## src/rtl/txbuf_wrport.sv

```systemverilog
module txbuf_wrport #(
  parameter int DEPTH = 32,
  parameter int TW    = 5
) (
  input  logic          clk,
  input  logic          rst_n,
  input  logic          wr_en,
  input  logic          wr_word,
  input  logic          wr_hi,
  input  logic [15:0]   wr_data,
  input  logic [1:0]    cpu_mode,
  input  logic [TW-1:0] ready_thresh,
  input  logic          ovf_clr,
  output logic          tx_rdy,
  output logic          ovf,
  output logic          pop_valid,
  input  logic          pop_ready,
  output logic [7:0]    pop_data
);
  localparam int AW = $clog2(DEPTH);
  localparam int CW = AW + 1;

  logic [7:0]    mem [DEPTH];
  logic [AW-1:0] wptr, rptr;
  logic [CW-1:0] cnt, cnt_nxt, free;

  assign free = CW'(DEPTH) - cnt;

  wire word_ok = (free >= CW'(2)) && (cpu_mode != 2'b01);
  wire byte_ok = (free != '0);
  wire push2   = wr_en & wr_word & word_ok;
  wire push1   = wr_en & ~wr_word & byte_ok;
  wire reject  = wr_en & ~(push1 | push2);
  wire pop     = pop_valid & pop_ready;

  wire [7:0] hi_b = wr_data[15:8];
  wire [7:0] lo_b = wr_data[7:0];
  wire [7:0] b0 = wr_word ? (cpu_mode[1] ? hi_b : lo_b) : (wr_hi ? hi_b : lo_b);
  wire [7:0] b1 = cpu_mode[1] ? lo_b : hi_b;

  assign cnt_nxt   = cnt + (push2 ? CW'(2) : push1 ? CW'(1) : CW'(0)) - CW'(pop);
  assign pop_valid = (cnt != '0);
  assign pop_data  = mem[rptr];

  always_ff @(posedge clk) begin
    if (push1 | push2) mem[wptr] <= b0;
    if (push2)         mem[wptr + AW'(1)] <= b1;
  end

  always_ff @(posedge clk or negedge rst_n) begin
    if (!rst_n) begin
      wptr   <= '0;
      rptr   <= '0;
      cnt    <= '0;
      tx_rdy <= 1'b1;
      ovf    <= 1'b0;
    end else begin
      wptr   <= wptr + (push2 ? AW'(2) : push1 ? AW'(1) : AW'(0));
      rptr   <= rptr + AW'(pop);
      cnt    <= cnt_nxt;
      tx_rdy <= (cnt_nxt <= CW'(ready_thresh));
      if (reject)       ovf <= 1'b1;
      else if (ovf_clr) ovf <= 1'b0;
    end
  end


  cnt_bound_chk: assert property (@(posedge clk) disable iff (!rst_n)
    cnt <= CW'(DEPTH));


  word_room_chk: assert property (@(posedge clk) disable iff (!rst_n)
    (wr_en && wr_word && cnt > CW'(DEPTH - 2)) |=> ovf);


  mode1_word_chk: assert property (@(posedge clk) disable iff (!rst_n)
    (wr_en && wr_word && cpu_mode == 2'b01) |=> (ovf && cnt <= $past(cnt)));


  ovf_sticky_chk: assert property (@(posedge clk) disable iff (!rst_n)
    (ovf && !ovf_clr) |=> ovf);


  stall_hold_chk: assert property (@(posedge clk) disable iff (!rst_n)
    (pop_valid && !pop_ready) |=> (pop_valid && $stable(pop_data)));


  rdy_level_chk: assert property (@(posedge clk) disable iff (!rst_n)
    $past(rst_n) |-> (tx_rdy == (cnt <= CW'($past(ready_thresh)))));
endmodule

```

## config.mk

```make
export PLATFORM = sky130hd
export DESIGN_NAME = txbuf_wrport
export DESIGN_NICKNAME = d
export VERILOG_FILES = /design/src/rtl/txbuf_wrport.sv
export SDC_FILE = /design/constraint.sdc
export NUM_CORES = 1
export LEC_CHECK = 0
export BUFFER_PORTS_ARGS = -buffer_cell sky130_fd_sc_hd__buf_2
export CAP_MARGIN = 30
export CORE_MARGIN = 8
export CORE_UTILIZATION = 68
export DETAILED_ROUTE_END_ITERATION = 10
export HOLD_SLACK_MARGIN = 0.12
export PLACE_DENSITY = 0.88
export SLEW_MARGIN = 20
export SYNTH_ARGS = -nofsm -noshare
export SYNTH_HDL_FRONTEND = slang
export SYNTH_SLANG_ARGS = --single-unit
```

## constraint.sdc

```tcl
create_clock -name clk -period 5.88 [get_ports clk]
set_input_delay 0.588 -clock clk [delete_from_list [all_inputs] [get_ports clk]]
set_output_delay 0.588 -clock clk [all_outputs]
set_load 0.01 [all_outputs]
```

== Word level (Yosys, flattened, before mapping) ==
Memory sizes are Yosys's and may differ from the RTL's.
Cells that the tools add are included.
Widths: inputs -> output; s select.
Cells by class
  eq/ne operators: 1
  order comparisons: 2
  mux-type cells: 14
  reduce and logical (&&, ||, !) cells: 4
  bitwise gates (word level): 9
  add/sub/neg operators: 6
Operator list (count)
  $mux 8: 4
  $reduce_bool 6->1: 2
  $mux 1: 8
  $add 6x2->6: 1
  $and 1x1->1: 6
  $ge 6x2->1 const B: 1
  $le 6x5->1: 1
  $sub 6x1->6: 1
  $sub 6x6->6 const A: 1
  $add 5x1->5: 1
  $add 5x1->5 const B: 1
  $add 5x2->5: 1
  $mux 2: 2
  $ne 2x1->1 const B: 1
  $not 1->1: 2
  $reduce_bool 2->1: 1
  $logic_and 1x1->1: 1
  $or 1x1->1: 1
Storage, ports and cells
  output and inout bits: 11
  bits in registers: 18
  memories kept: 1
  memory bits (writable): 256
  bits of input ports: 30
  logic and storage cells: 42
Memories
  mem: words 32, bits a word 8, rd ports 1, clocked after memory_dff 0, wr ports 2, RTL line 23  | logic [7:0] mem [DEPTH];

== Longest topological paths before layout ==
  depth after elaboration: 8
  mapped depth: 19
  depth with buffers taken out: 19

== Worst setup path after synthesis ==
No wires, ideal clock.
  path kind: register to register
  start: register cnt[0]
  end: register tx_rdy
  data required time: 5.807 ns
  cell stages (with the launch flop): 18
  clock period less this slack: 3.879 ns
  path buffers: 0
  path slack: 2.001 ns
  arrival time: 3.806 ns
  setup time: 0.073 ns
  cell sequence: dfrtp_1 inv_1 ha_1 or3_1 a2111oi_0 nor2_1 inv_1 ha_1 inv_1 ha_1 fa_1 ha_1 nor2b_1 o21a_1 o21a_1 o21ai_0 nand2b_1 a21oi_1
On the way
  word-level cells in the longest chain between the ends: 8
  elaborated cells between the ends (all ways): 13
  classes of those cells: 3 x add/sub; 2 x order compare; 2 x mux; 3 x bitwise; 3 x reduce/logical
RTL lines
  from (decl): RTL line 25  | logic [CW-1:0] cnt, cnt_nxt, free;
  from (signal assigned): RTL line 60  | cnt <= cnt_nxt;
  $sub 6x6->6: RTL line 27  | assign free = CW'(DEPTH) - cnt;
  $ge 6x2->1 / $reduce_bool 6->1 (equally long branches): RTL line 29, 30
  $logic_and 1x1->1 / $and 1x1->1 (equally long branches): RTL line 29, 32
  $and 1x1->1 / $mux 1 (equally long branches): RTL line 31, 41
  $mux 2: RTL line 41  | assign cnt_nxt = cnt + (push2 ? CW'(2) : push1 ? CW'(1) : CW'(0)) - CW'(pop);
  $add 6x2->6: RTL line 41
  $sub 6x1->6 (*): RTL line 41
  via cnt_nxt[1]: RTL line 25
  $le 6x5->1 (*): RTL line 61  | tx_rdy <= (cnt_nxt <= CW'(ready_thresh));
  to (signal assigned): RTL line 61
  to (decl): RTL line 14  | output logic tx_rdy,
The timed path passes the listed nets; every way through them passes the cells marked *.
A chain may end at the register's enable or synchronous reset.

== Final worst setup path ==
Same ends and word-level chain as after synthesis.

==> reports/metrics.csv <==
stage;metric;value;unit
setup_path;Critical Path Sink Type;flop;
detailed_routing;DR iter-0 viols;1210;
timing;Final min period;4.55;ns
placed_design;dpl cells;1210;
placed_design;Placement Cell Area;15700;um^2
floorplan;CORE AREA;21600;um^2
clock_network;CTS H-tree depth;1;
timing;setup violators final;0;
detailed_routing;routed vias;9039;
synthesis;Synthesized Nets;997;
power;PwrDens;417;nW/um^2
timing;setup ws final;1.33;ns
global_routing;largest net degree at the start of global routing;38;
worst_hold_path;Hold Path Class;in2reg;
clock_network;setup bufs post-CTS;0;
power;Static Leak;6.19;nW
synthesis;Syn Inst Count;943;
final_layout;Design Area, Final;16700;um^2
global_routing;antenna violations before repair;0;
floorplan;die height;164;um
synthesis;Synth Register Bits;274;
run;max_cap viols;0;
timing;measured slew at the worst slew-check pin;1.02;ns
timing;Max Slew Vio Count;0;
power;total power;6.96;mW
global_routing;Tot GR Track Use;0.288;
synthesis;Async SR Flop Fraction;0.0657;
timing;RSZ-0062 raised after global routing;no;
final_layout;Layout area overhead;12.4;%
clock_network;clock latency on the worst-skew pair;0.54;ns
global_routing;vias in the first global route;9240;
timing;Rel. slew slack;0.315;
timing;Fin. Hold Viols;0;
timing;setup TNS;0;ns
clock_network;Max clock buf depth;3;
final_layout;share of cells above drive strength 1;0.260;
detailed_routing;Post-route DRC;0;
floorplan;standard-cell rows;54;
power;Max VDD drop;0.469;mV
detailed_routing;DRT Wirelength;37.5;mm
final_layout;Layout Utilization;0.772;
setup_path;critical setup path kind;reg2reg;
final_layout;Finished Layout Cells;1263;
timing;Final Hold Slack;0.339;ns
clock_network;Resize count post-CTS;0;
setup_path;Critical Path Fanout Max;19;
final_layout;n_diodes;0;
clock_network;total CTS buffers;28;
floorplan;die area;26800;um^2
setup_path;crit path DAT;5.03;ns
synthesis;ys flop type;edfxtp_1;
placed_design;GPL Wtd Cong;0.877;
synthesis;number of enable flip-flop cells after synthesis;256;
synthesis;Synth cell types;54;
clock_network;clk sinks;274;
timing;achievable clock frequency;220;MHz
clock_network;CTS tree;done;
clock_network;CTS clk-pin slew, worst paths;0.06;ns
detailed_routing;drt via density;7.16;
synthesis;Mean Syn Cell Area;15.8;um^2
placed_design;Setup WS pre-CTS;1.35;ns
detailed_routing;final antenna-violating net count;0;
floorplan;Die X;164;um
setup_path;CP Data Required Time;6.35;ns
floorplan;initial core utilization;0.687;
global_routing;global route overflow;0;
clock_network;Clock Tree Root;clkbuf_16;
timing;Tcrit/Tclk final;0.775;
floorplan;# IOs;41;
synthesis;Synth warnings;0;
placed_design;IO buf count;40;
final_layout;Final nets;1017;
outcome;status;complete, no violations;
setup_path;critical path launch point type;flop;
synthesis;Post-Syn Area;14900;um^2
synthesis;post-synthesis sequential area ratio;0.548;
detailed_routing;Routed wire per std cell;29.7;um
timing;Worst Skew;0.0147;ns
clock_network;hold_buf cts;1;
placed_design;DP HPWL;24.9;mm
detailed_routing;DR pass1 iterations;7;
global_routing;global-route wire length before repair;57.8;mm
## worst max-delay path: stages (launching register included)
cell	delay, ns
dfrtp_1	0.44
inv_1	0.11
ha_1	0.26
or3_1	0.44
a2111oi_4	0.40
or2_2	0.79
ha_1	0.37
inv_1	0.09
fa_1	0.46
ha_1	0.31
nor2b_1	0.13
o21a_1	0.16
o21a_1	0.16
o21ai_0	0.14
nand2b_1	0.07
a21oi_1	0.15
## report_power, final
| group | switching [mW] | internal [mW] |
|---|---|---|
| clock network | 0.731 | 1.07 |
| registers | 0.268 | 2.36 |
| logic | 1.38 | 1.15 |
| total | 2.38 | 4.58 |
## state kept, by name, indices dropped and copies added, names as in the netlist
signal  count
rptr        5
cnt         6
ovf         1
tx_rdy      1
mem       256
wptr        5
## cells in the mapped netlist (all sizes together) (3+ instances only)
| master | instances | area share |
|---|---|---|
| dfrtp | 17 | 0.029 |
| nor2 | 46 | 0.012 |
| nand2 | 33 | 0.019 |
| nor4 | 3 | 0.0023 |
| nor3 | 22 | 0.018 |
| nand3 | 6 | 0.0020 |
| a21oi | 16 | 0.0056 |
| mux2 | 9 | 0.0068 |
| xor2 | 5 | 0.0029 |
| mux2i | 273 | 0.18 |
| buf | 16 | 0.0084 |
| inv | 25 | 0.0067 |
| ha | 22 | 0.019 |
| o21a | 3 | 0.0015 |
| nand2b | 7 | 0.0029 |
| nor2b | 4 | 0.0017 |
| xnor2 | 7 | 0.0041 |
| edfxtp | 256 | 0.52 |
| o21ai | 3 | 0.0010 |
| clkbuf | 64 | 0.016 |
| mux4 | 80 | 0.12 |
## cells in the final DEF, fill, tap and decap left out, drive strengths merged, types with 4 or more instances in the layout
master | netlist | layout
mux4 | 80 | 80
nand3 | 6 | 6
mux2i | 273 | 273
xor2 | 5 | 5
inv | 25 | 25
edfxtp | 256 | 256
mux2 | 9 | 9
bufinv | 0 | 4
a21oi | 16 | 16
nand2 | 33 | 33
nand2b | 7 | 7
nor2 | 46 | 46
nor3 | 22 | 22
dfrtp | 17 | 17
ha | 22 | 22
clkinv | 0 | 12
nor2b | 4 | 4
xnor2 | 7 | 7
buf | 16 | 69
clkbuf | 64 | 34
## metal layers
| layer | vias up | track usage | part of all wire |
|---|---|---|---|
| li1 | 3728 | - | - |
| met1 | 4541 | 0.403 | 0.38 |
| met2 | 677 | 0.452 | 0.48 |
| met3 | 93 | 0.0506 | 0.11 |
| met4 | 0 | 0.102 | 0.033 |
| met5 | - | 0 | 0 |
## path summary, 6_finish.rpt
kind                              start       to  slack [ns]  cells after the start
worst max-delay path             cnt[0]   tx_rdy        1.33                     15
worst min register to register      ovf      ovf        0.52                      1
max in group asynchronous         rst_n  rptr[0]        4.98                      2
worst min-delay path            ovf_clr      ovf        0.34                      3
worst max register to register   cnt[0]   tx_rdy        1.33                     15
min in group asynchronous         rst_n  wptr[2]        0.53                      2
## kinds of logic (layout without fill, tap and decap cells)
logic type | after synthesis | after routing | share of synthesized area
mux | 362 | 362 | 0.312
xor+xnor | 12 | 12 | 0.00707
compound gates | 36 | 36 | 0.0179
buf+inv | 105 | 145 | 0.0312
fa+ha+maj | 24 | 24 | 0.0212
simple gates | 130 | 130 | 0.0626
flops | 274 | 274 | 0.548
## final cells by class
| cell class | instances | area (um^2) |
|---|---|---|
| sequential | 274 | 8140 |
| multi-input combinational | 564 | 6450 |
| fill | 1204 | 4920 |
| clock buffer | 34 | 744 |
| timing repair buffer | 70 | 731 |
| tap | 280 | 350 |
| clock inverter | 16 | 173 |
| inverter | 25 | 98.8 |
No activity file was read; power rests on OpenSTA's default activity.
